<file path="src/rtl/alu8_pkg.sv">
package alu8_pkg;

    localparam int OPC_W  = 5;
    localparam int FLAG_W = 5;

    localparam int FL_CARRY  = 4;
    localparam int FL_BORROW = 3;
    localparam int FL_EQ     = 2;
    localparam int FL_LT     = 1;
    localparam int FL_GT     = 0;

    typedef enum logic [3:0] {
        K_ADD, K_SUB, K_AND, K_OR, K_XOR, K_NOT,
        K_SHL, K_SHR, K_ROL, K_ROR,
        K_CEQ, K_CLT, K_CGT, K_BAD
    } kind_e;

    typedef enum logic {
        ST_IDLE,
        ST_SHOW
    } st_e;

endpackage

</file>
<file path="src/rtl/alu8_decode.sv">
module alu8_decode
    import alu8_pkg::*;
(
    input  logic [OPC_W-1:0] opc,
    output kind_e            kind
);

    always_comb begin
        unique case (opc)
            5'd1:    kind = K_ADD;
            5'd2:    kind = K_SUB;
            5'd3:    kind = K_AND;
            5'd4:    kind = K_OR;
            5'd5:    kind = K_XOR;
            5'd6:    kind = K_NOT;
            5'd7:    kind = K_SHL;
            5'd8:    kind = K_SHR;
            5'd9:    kind = K_ROL;
            5'd10:   kind = K_ROR;
            5'd11:   kind = K_CEQ;
            5'd12:   kind = K_CLT;
            5'd13:   kind = K_CGT;
            default: kind = K_BAD;
        endcase
    end

endmodule

</file>
<file path="src/rtl/alu8_shifter.sv">
module alu8_shifter #(
    parameter  int W  = 8,
    localparam int SW = $clog2(W)
) (
    input  logic [W-1:0]  din,
    input  logic [SW-1:0] amt,
    input  logic          go_left,
    input  logic          wrap,
    output logic [W-1:0]  dout
);

    logic [W-1:0] stg [0:SW];

    assign stg[0] = din;

    for (genvar s = 0; s < SW; s++) begin : g_stage
        localparam int K = 1 << s;
        logic [W-1:0] moved;

        always_comb begin
            if (go_left) begin
                moved = {stg[s][W-K-1:0], (wrap ? stg[s][W-1:W-K] : {K{1'b0}})};
            end else begin
                moved = {(wrap ? stg[s][K-1:0] : {K{1'b0}}), stg[s][W-1:K]};
            end
        end

        assign stg[s+1] = amt[s] ? moved : stg[s];
    end

    assign dout = stg[SW];

endmodule

</file>
<file path="src/rtl/alu8_arith.sv">
module alu8_arith
    import alu8_pkg::*;
#(
    parameter int W = 8
) (
    input  kind_e             kind,
    input  logic [W-1:0]      a,
    input  logic [W-1:0]      b,
    input  logic [W-1:0]      shifted,
    output logic [W-1:0]      res,
    output logic [FLAG_W-1:0] flags,
    output logic              bad
);

    logic [W:0] sum;
    logic [W:0] diff;

    assign sum  = {1'b0, a} + {1'b0, b};
    assign diff = {1'b0, a} - {1'b0, b};

    always_comb begin
        res   = '0;
        flags = '0;
        bad   = 1'b0;
        unique case (kind)
            K_ADD: begin
                res             = sum[W-1:0];
                flags[FL_CARRY] = sum[W];
            end
            K_SUB: begin
                res              = diff[W-1:0];
                flags[FL_BORROW] = diff[W];
            end
            K_AND: res = a & b;
            K_OR:  res = a | b;
            K_XOR: res = a ^ b;
            K_NOT: res = ~a;
            K_SHL, K_SHR, K_ROL, K_ROR: res = shifted;
            K_CEQ: flags[FL_EQ] = (a == b);
            K_CLT: flags[FL_LT] = (a < b);
            K_CGT: flags[FL_GT] = (a > b);
            K_BAD: bad = 1'b1;
        endcase
    end

endmodule

</file>
<file path="src/rtl/alu8_flags.sv">
module alu8_flags
    import alu8_pkg::*;
#(
    parameter  int DATA_W = 8,
    localparam int SHW    = $clog2(DATA_W)
) (
    input  logic              clk,
    input  logic              rst_n,
    input  logic              op_valid,
    input  logic [OPC_W-1:0]  op_code,
    input  logic [DATA_W-1:0] opnd_a,
    input  logic [DATA_W-1:0] opnd_b,
    output logic [DATA_W-1:0] res_out,
    output logic [FLAG_W-1:0] flags_out,
    output logic              op_done,
    output logic              op_err
);

    kind_e             kind;
    logic [DATA_W-1:0] shifted;
    logic [DATA_W-1:0] res_d;
    logic [FLAG_W-1:0] flags_d;
    logic              bad_d;
    logic              go_left;
    logic              wrap;
    st_e               st_q;
    st_e               st_d;

    alu8_decode u_decode (
        .opc  (op_code),
        .kind (kind)
    );

    assign go_left = (kind == K_SHL) || (kind == K_ROL);
    assign wrap    = (kind == K_ROL) || (kind == K_ROR);

    alu8_shifter #(.W(DATA_W)) u_shift (
        .din     (opnd_a),
        .amt     (opnd_b[SHW-1:0]),
        .go_left (go_left),
        .wrap    (wrap),
        .dout    (shifted)
    );

    alu8_arith #(.W(DATA_W)) u_arith (
        .kind    (kind),
        .a       (opnd_a),
        .b       (opnd_b),
        .shifted (shifted),
        .res     (res_d),
        .flags   (flags_d),
        .bad     (bad_d)
    );

    // Next-state logic: accept / wait from IDLE, chain / drain from SHOW
    always_comb begin
        unique case (st_q)
            ST_IDLE: st_d = op_valid ? ST_SHOW : ST_IDLE;
            ST_SHOW: st_d = op_valid ? ST_SHOW : ST_IDLE;
        endcase
    end

    always_ff @(posedge clk) begin
        if (!rst_n) st_q <= ST_IDLE;
        else        st_q <= st_d;
    end

    always_ff @(posedge clk) begin
        if (!rst_n) begin
            res_out   <= '0;
            flags_out <= '0;
            op_err    <= 1'b0;
        end else begin
            op_err <= op_valid & bad_d;
            if (op_valid) begin
                res_out   <= res_d;
                flags_out <= flags_d;
            end
        end
    end

    assign op_done = (st_q == ST_SHOW);

    // done follows each strobe by one cycle
    a_r10_done_after_valid: assert property (@(posedge clk) disable iff (!rst_n)
        op_valid |=> op_done);
    a_r12_drain_drops_done: assert property (@(posedge clk) disable iff (!rst_n)
        !op_valid |=> !op_done);
    a_r10_err_with_done: assert property (@(posedge clk) disable iff (!rst_n)
        op_err |-> op_done);
    a_r10_hold_when_idle: assert property (@(posedge clk) disable iff (!rst_n)
        !op_valid |=> ($stable(res_out) && $stable(flags_out)));
    // a single flag at most
    a_r8_one_flag: assert property (@(posedge clk) disable iff (!rst_n)
        $countones(flags_out) <= 1);
    // compare codes leave the result at zero
    a_r7_cmp_zero_result: assert property (@(posedge clk) disable iff (!rst_n)
        (op_valid && (op_code inside {5'd11, 5'd12, 5'd13})) |=> (res_out == '0));
    // unused codes report an error and zero outputs
    a_r9_bad_code: assert property (@(posedge clk) disable iff (!rst_n)
        (op_valid && !(op_code inside {[5'd1:5'd13]})) |=>
            (op_err && res_out == '0 && flags_out == '0));
    // reset clears every output
    a_r11_reset_clears: assert property (@(posedge clk)
        !rst_n |=> (!op_done && !op_err && res_out == '0 && flags_out == '0));

endmodule

</file>
<file path="config.mk">
export PLATFORM = sky130hd
export DESIGN_NAME = alu8_flags
export DESIGN_NICKNAME = d
export VERILOG_FILES = /design/src/rtl/alu8_pkg.sv /design/src/rtl/alu8_decode.sv /design/src/rtl/alu8_shifter.sv /design/src/rtl/alu8_arith.sv /design/src/rtl/alu8_flags.sv
export SDC_FILE = /design/constraint.sdc
export NUM_CORES = 1
export LEC_CHECK = 0
export BUFFER_PORTS_ARGS = -buffer_cell sky130_fd_sc_hd__buf_2
export CAP_MARGIN = 20
export CORE_MARGIN = 2
export CORE_UTILIZATION = 50
export CTS_CLUSTER_SIZE = 20
export DETAILED_ROUTE_END_ITERATION = 6
export PLACE_DENSITY_LB_ADDON = 0.12
export REMOVE_ABC_BUFFERS = 1
export SETUP_SLACK_MARGIN = 0.3
export SYNTH_ARGS = -nofsm -noshare
export SYNTH_HDL_FRONTEND = slang
export SYNTH_SLANG_ARGS = --single-unit
</file>
<file path="constraint.sdc">
create_clock -name clk -period 5.2 [get_ports clk]
set_input_delay 0.26 -clock clk [delete_from_list [all_inputs] [get_ports clk]]
set_output_delay 0.26 -clock clk [all_outputs]
set_load 0.1 [all_outputs]
</file>
==> results of run 1 <==
## synth_stat cells (all sizes together), types with 2 or more instances
cell | count | area, um2
dfxtp | 15 | 300
or3 | 2 | 17.5
inv | 31 | 116
a22o | 3 | 26.3
a311oi | 2 | 17.5
buf | 8 | 52.5
a21o | 6 | 45.0
a22oi | 3 | 22.5
nand4 | 4 | 25.0
nor2 | 25 | 93.8
or2 | 3 | 18.8
nor4 | 5 | 37.5
a2bb2oi | 3 | 26.3
and2 | 3 | 18.8
nor2b | 8 | 50.1
nand3 | 17 | 97.6
a211oi | 8 | 60.1
a21oi | 28 | 166
o2bb2ai | 2 | 17.5
o21a | 3 | 22.5
nor3 | 6 | 35.0
fa | 2 | 40.0
o22ai | 6 | 37.5
o31ai | 3 | 22.5
o2111ai | 2 | 17.5
o211ai | 11 | 82.6
o32ai | 2 | 17.5
o41ai | 2 | 17.5
mux2i | 6 | 60.1
xnor2 | 4 | 35.0
nand2 | 24 | 90.1
or4 | 3 | 22.5
clkbuf | 10 | 37.5
ha | 28 | 350
a21boi | 3 | 22.5
a31oi | 5 | 31.3
a221oi | 8 | 70.1
a2111oi | 4 | 60.1
a211o | 2 | 17.5
a221o | 3 | 30.0
nand2b | 3 | 18.8
o21bai | 2 | 15.0
o21ai | 17 | 104
and3 | 5 | 36.3
o221ai | 4 | 41.3
## how the worst max path moves through the flow
stage | start | to | cells after the start
floorplan | op_code[1] | res_out[4] | 10
global placement | op_code[0] | res_out[0] | 11
detailed placement | op_code[0] | res_out[0] | 11
CTS | op_code[0] | res_out[0] | 11
global route | op_code[0] | res_out[2] | 11
finish | op_code[0] | res_out[0] | 11
## report_power, final
part	switching [uW]	internal [uW]
clock network	44.3	53.2
logic	158	75.6
registers	1.40	118
total	203	247
## per-layer routing
metal,wire [um],vias up
met2,3660,193
met4,256,0
li1,-,1407
met5,0,-
met3,701,30
met1,3800,1388
## registers in the layout (all words and copies together), names as in the netlist
register	cells
op_done	1
flags_out	5
op_err	1
res_out	8
## worst max-delay path, cell delays in order
cell and delay, ps:
sky130_fd_sc_hd__buf_2 110, sky130_fd_sc_hd__inv_1 60, sky130_fd_sc_hd__ha_1 290, sky130_fd_sc_hd__or2_1 120, sky130_fd_sc_hd__nand3_1 410, sky130_fd_sc_hd__a21o_1 390, sky130_fd_sc_hd__a21oi_4 330, sky130_fd_sc_hd__mux2i_1 110
sky130_fd_sc_hd__mux4_2 500, sky130_fd_sc_hd__o221ai_1 240, sky130_fd_sc_hd__a22o_1 160
## cell type report
| type | count | area, um2 |
|---|---|---|
| fill | 526 | 2230 |
| multi-input combinational | 292 | 2160 |
| sequential | 15 | 300 |
| timing repair buffer | 39 | 198 |
| inverter | 31 | 116 |
| tap | 70 | 87.6 |
| clock buffer | 3 | 41.3 |
| clock inverter | 1 | 5.00 |
## through the flow
stage | hold WS, ps | total power, uW
floorplan | 382 | 278
global placement | 433 | 347
detailed placement | 447 | 348
CTS | 272 | 446
global route | 289 | 475
finish | 275 | 450
## kinds of logic after synthesis
| kind of cell | synth area share [%] |
|---|---|
| AOI/OAI and AO/OA | 39.6 |
| and+or+nand+nor | 22.4 |
| buffers and inverters | 7.73 |
| adders and majority gates | 14.6 |
| DFF | 11.2 |
| muxes | 3.09 |
| xor gates and xnor gates | 1.31 |
==> flow_summary.ini, run 1 <==
[cells_and_area]
syn2layout_area_growth_pct = 9.04
mostFrequentLayoutCells = 38 x sky130_fd_sc_hd__buf_2, 30 x sky130_fd_sc_hd__inv_1, 28 x sky130_fd_sc_hd__ha_1, 25 x sky130_fd_sc_hd__a21oi_1, 25 x sky130_fd_sc_hd__nor2_1
finalInstanceArea_um2 = 2910
layout-drive-gt1-share_pct = 16.3
final_cell_count_no_fill = 451
antenna_cells = 0
final_common_cell = sky130_fd_sc_hd__buf_2
final_core_util_pct = 56.6
finalNetCount = 436

[die]
number_of_top_level_pins = 39
die_h_um = 77.1
dieArea_um2 = 5940
coreArea_um2 = 5140
die-width_um = 77.1
floorplan.rows = 26
floorplan.initialDensity_pct = 51.9

[clocking]
cell_at_the_root_of_the_clock_tree = sky130_fd_sc_hd__clkbuf_8
clkSinkCount = 15
cts_hold_buf = 0
h-tree-depth = 1
tritoncts = yes
clock_latency_ps = 250
clock_input_transition_at_the_sequential_cells_of_the_worst_setup_and_hold_paths_ps = 60
post_cts_resize_count = 0
cts-root-to-sink-buffers = 2
cts_buffers = 3
post_cts.repair.setup_buffers = 0

[sta]
max_freq_mhz = 360
fin_skew_ps = 0
hold_violations = 0
slew_of_the_pin_with_the_lowest_slew_margin_ps = 854
worst_slack_ps = 2420
number_of_pins_with_negative_max_slew_slack_in_the_final_report = 0
fin_setup_tns_ps = 0
slew_headroom_pct = 42.6
tcrit_tclk_final_pct = 53.4
fin_crit_ps = 2780
finalSetupViolCount = 0
grt_setup_unrepaired = no

[yosys]
synthArstFlopShare_pct = 0
postSynthCellCount = 356
synthesis.yosys.warnings = 0
synth-edff-count = 0
ys_ff_latch = 15
synthesis.area_um2 = 2670
synth_seq_area_share_pct = 11.2
synthFlopType = sky130_fd_sc_hd__dfxtp_1
synthesis.area_per_instance_um2 = 7.50
yosys.cell_types.count = 75

[hold_path]
hold_start = rst_n
hold_path.class = input pin to flip-flop
hold_path_end = flags_out[2]
hold_path_depth = 2

[critical_path]
critPathArrivalTime_ps = 2970
crit_type = input pin to flip-flop
crit_path_end_kind = flip-flop
cp_max_fo = 12
start_kind = input pin
rrSetupSlack_ps = 3810
count_of_cells_along_the_worst_register_to_register_path = 4
worstPathRequired_ps = 5400
crit_reg_reg_endpoint = res_out[7]
reg2reg_from = res_out[7]

[grt]
first_global_vias = 2633
antenna_violations_before_repair = 0
grt_remaining_overflow = 0
gr_busiest_metal = met2
gr-usage-all-layers_pct = 28.3
grt_start_max_net_pins = 28
grt_first_pass_wirelength_mm = 13.6
grt_util_met1_pct = 40.2
met2_capacity_usage_during_global_routing_pct = 44.0
grtUsageMet3_pct = 3.41

[placed_design]
placement_stage_cell_area_um2 = 2870
dp_hpwl_mm = 6.62
post-place-cells = 447
numPortBuffers = 38
dp_worst_setup_slack_ps = 2200
finalWeightedCongestion = 0.957

[drt]
drt-initial-drc-count = 243
ant_nets = 0
detail_route.wirelength_mm = 8.42
detailedRoute.firstPassIterationCount = 7
remaining_drc_errors = 0
average_wire_length_per_cell_after_detail_routing_um = 18.7
routed-via-count = 3018
vias_per_cell = 6.69

[flow_run]
max_cap_violations = 0

[outcome]
outcome = completed

[pwr]
ir_worst_vdd_mv = 0.0774
total_leakage_power_uw = 0.00123
powerDensity_nw_per_um2 = 155
Note: power is estimated with default switching activity, not from simulation.
==> inputs of run 2 (changes only) <==
==> constraint.sdc (replaced) <==
create_clock -name clk -period 2.4 [get_ports clk]
set_input_delay 0.12 -clock clk [delete_from_list [all_inputs] [get_ports clk]]
set_output_delay 0.12 -clock clk [all_outputs]
set_load 0.1 [all_outputs]
==> run 2 against run 1 <==
Sequential cell count stayed put. Worst hold slack worse by 150 ps. Critical path depth grew 2. Sequential share of layout area fell by 3.0 points. Clock power rose by 130%. Worst setup slack got worse by 2400 ps. Die area unchanged. Power rose to 2.8 times the previous value.
==> flow_summary.ini, run 2 (synthesized netlist as in run 1, its figures left out) <==
[placed_design]
finalWeightedCongestion = 0.961
dp_hpwl_mm = 8.10
dp_worst_setup_slack_ps = -285
numPortBuffers = 38
post-place-cells = 547

[sta]
fin_setup_tns_ps = 0
finalSetupViolCount = 0
grt_setup_unrepaired = yes
hold_violations = 0
fin_crit_ps = 2330
tcrit_tclk_final_pct = 97.3
fin_skew_ps = 0
slew_of_the_pin_with_the_lowest_slew_margin_ps = 602
worst_slack_ps = 65.9
max_freq_mhz = 428
number_of_pins_with_negative_max_slew_slack_in_the_final_report = 0
slew_headroom_pct = 59.7

[critical_path]
start_kind = input pin
crit_path_end_kind = flip-flop
cp_max_fo = 3
critical_path.n_buffers_inverters = 4
critical-path-top-delay-family = simple AND/OR/NAND/NOR gates
slowest_delay_ps = 350
rrSetupSlack_ps = 1090
crit_slowest_cell = sky130_fd_sc_hd__and4_1
crit_top_cell = sky130_fd_sc_hd__buf_4
critPathArrivalTime_ps = 2520
timing.critical_path.cells = buf_8 -> buf_4 -> ha_1 -> and3_1 -> o21ai_2 -> buf_4 -> and4_1 -> a21oi_1 -> a21oi_1 -> o32ai_1 -> buf_4 -> or2_2 -> a31oi_1
worstPathRequired_ps = 2590
crit_type = input pin to flip-flop

[cells_and_area]
mostFrequentLayoutCells = 109 x sky130_fd_sc_hd__buf_4, 35 x sky130_fd_sc_hd__buf_2, 28 x sky130_fd_sc_hd__inv_1, 25 x sky130_fd_sc_hd__nor2_1
final_core_util_pct = 80.4
final_cell_count_no_fill = 566
register_name_with_the_most_flops = res_out
layout-drive-gt1-share_pct = 43.5
largest_register_ffs = 8
reg_top3 = res_out x8, flags_out x5
final_common_cell = sky130_fd_sc_hd__buf_4
syn2layout_area_growth_pct = 54.7
finalNetCount = 551
antenna_cells = 0

[drt]
ant_nets = 0
vias_per_cell = 6.42
detail_route.wirelength_mm = 11.4
routed-via-count = 3635
drt-initial-drc-count = 402
average_wire_length_per_cell_after_detail_routing_um = 20.2
detailedRoute.firstPassIterationCount = 5
remaining_drc_errors = 0

[hold_path]
hold_path.class = input pin to flip-flop

[pwr]
total_leakage_power_uw = 0.00184
ir_worst_vdd_mv = 0.171
powerDensity_nw_per_um2 = 300
power.total_uw = 1240

[grt]
grt_first_pass_wirelength_mm = 17.2
grt_remaining_overflow = 0
antenna_violations_before_repair = 0
grt_start_max_net_pins = 23
first_global_vias = 3435
gr-usage-all-layers_pct = 36.1

[outcome]
outcome = completed

[flow_run]
max_cap_violations = 0

[clocking]
cts_buffers = 3
tritoncts = yes
h-tree-depth = 1
cts-root-to-sink-buffers = 2
cell_at_the_root_of_the_clock_tree = sky130_fd_sc_hd__clkbuf_8
clock_latency_ps = 260
clock_input_transition_at_the_sequential_cells_of_the_worst_setup_and_hold_paths_ps = 70
clkSinkCount = 15
cts_hold_buf = 0

[die]
die_h_um = 77.1
die-width_um = 77.1
coreArea_um2 = 5140
number_of_top_level_pins = 39
floorplan.rows = 26
dieArea_um2 = 5940
floorplan.initialDensity_pct = 51.9
-- run 2: metrics by stage --
stage,area [um2],hold WS [ps]
2_1_floorplan,2580,242
3_3_place_gp,3620,393
3_5_place_dp,3620,387
4_1_cts,3880,126
5_1_grt,4130,143
6_report,4130,124
-- run 2: cell type report --
cell class,instances,area [um2]
fillers,386,1010
multi-input cells,292,2460
well taps,70,87.6
repair buffers,154,1120
flip-flops and latches,15,300
inverters,31,124
clock inverters,1,5.00
clock buffers,3,41.3
-- run 2: worst reg2reg max path: stages, from the launching register on --
cell and delay, ps:
sky130_fd_sc_hd__dfxtp_1 340, sky130_fd_sc_hd__a22o_1 220, sky130_fd_sc_hd__a211o_1 280, sky130_fd_sc_hd__a311oi_1 250, sky130_fd_sc_hd__a31oi_1 110
-- run 2: worst paths after layout --
path / to / cells past startpoint / start
worst min register to register: flags_out[0] / 2 / flags_out[0]
worst max register to register: res_out[7] / 4 / res_out[7]
worst max-delay path: res_out[1] / 13 / op_code[0]
worst min-delay path: flags_out[2] / 2 / rst_n
-- run 2: layer usage --
| metal | GRT usage (%) | vias up | wire length (um) |
|---|---|---|---|
| li1 | - | 1642 | - |
| met1 | 43.8 | 1706 | 4360 |
| met2 | 62.8 | 238 | 5540 |
| met3 | 5.65 | 49 | 1020 |
| met4 | 15.9 | 0 | 501 |
| met5 | 0 | - | 0 |
-- run 2: power by group --
group / internal (uW) / switching (uW) / leakage (uW)
logic: 326 / 435 / 0.00169
clock network: 115 / 106 / 0.0000255
registers: 255 / 3.37 / 0.000122
total: 696 / 544 / 0.00184
-- run 2: what timing repair did --
item,4_1_cts,5_1_grt
pin swaps,25,33
setup endpoints to repair,9,11
buffers inserted,8,7
gates resized for setup,38,35
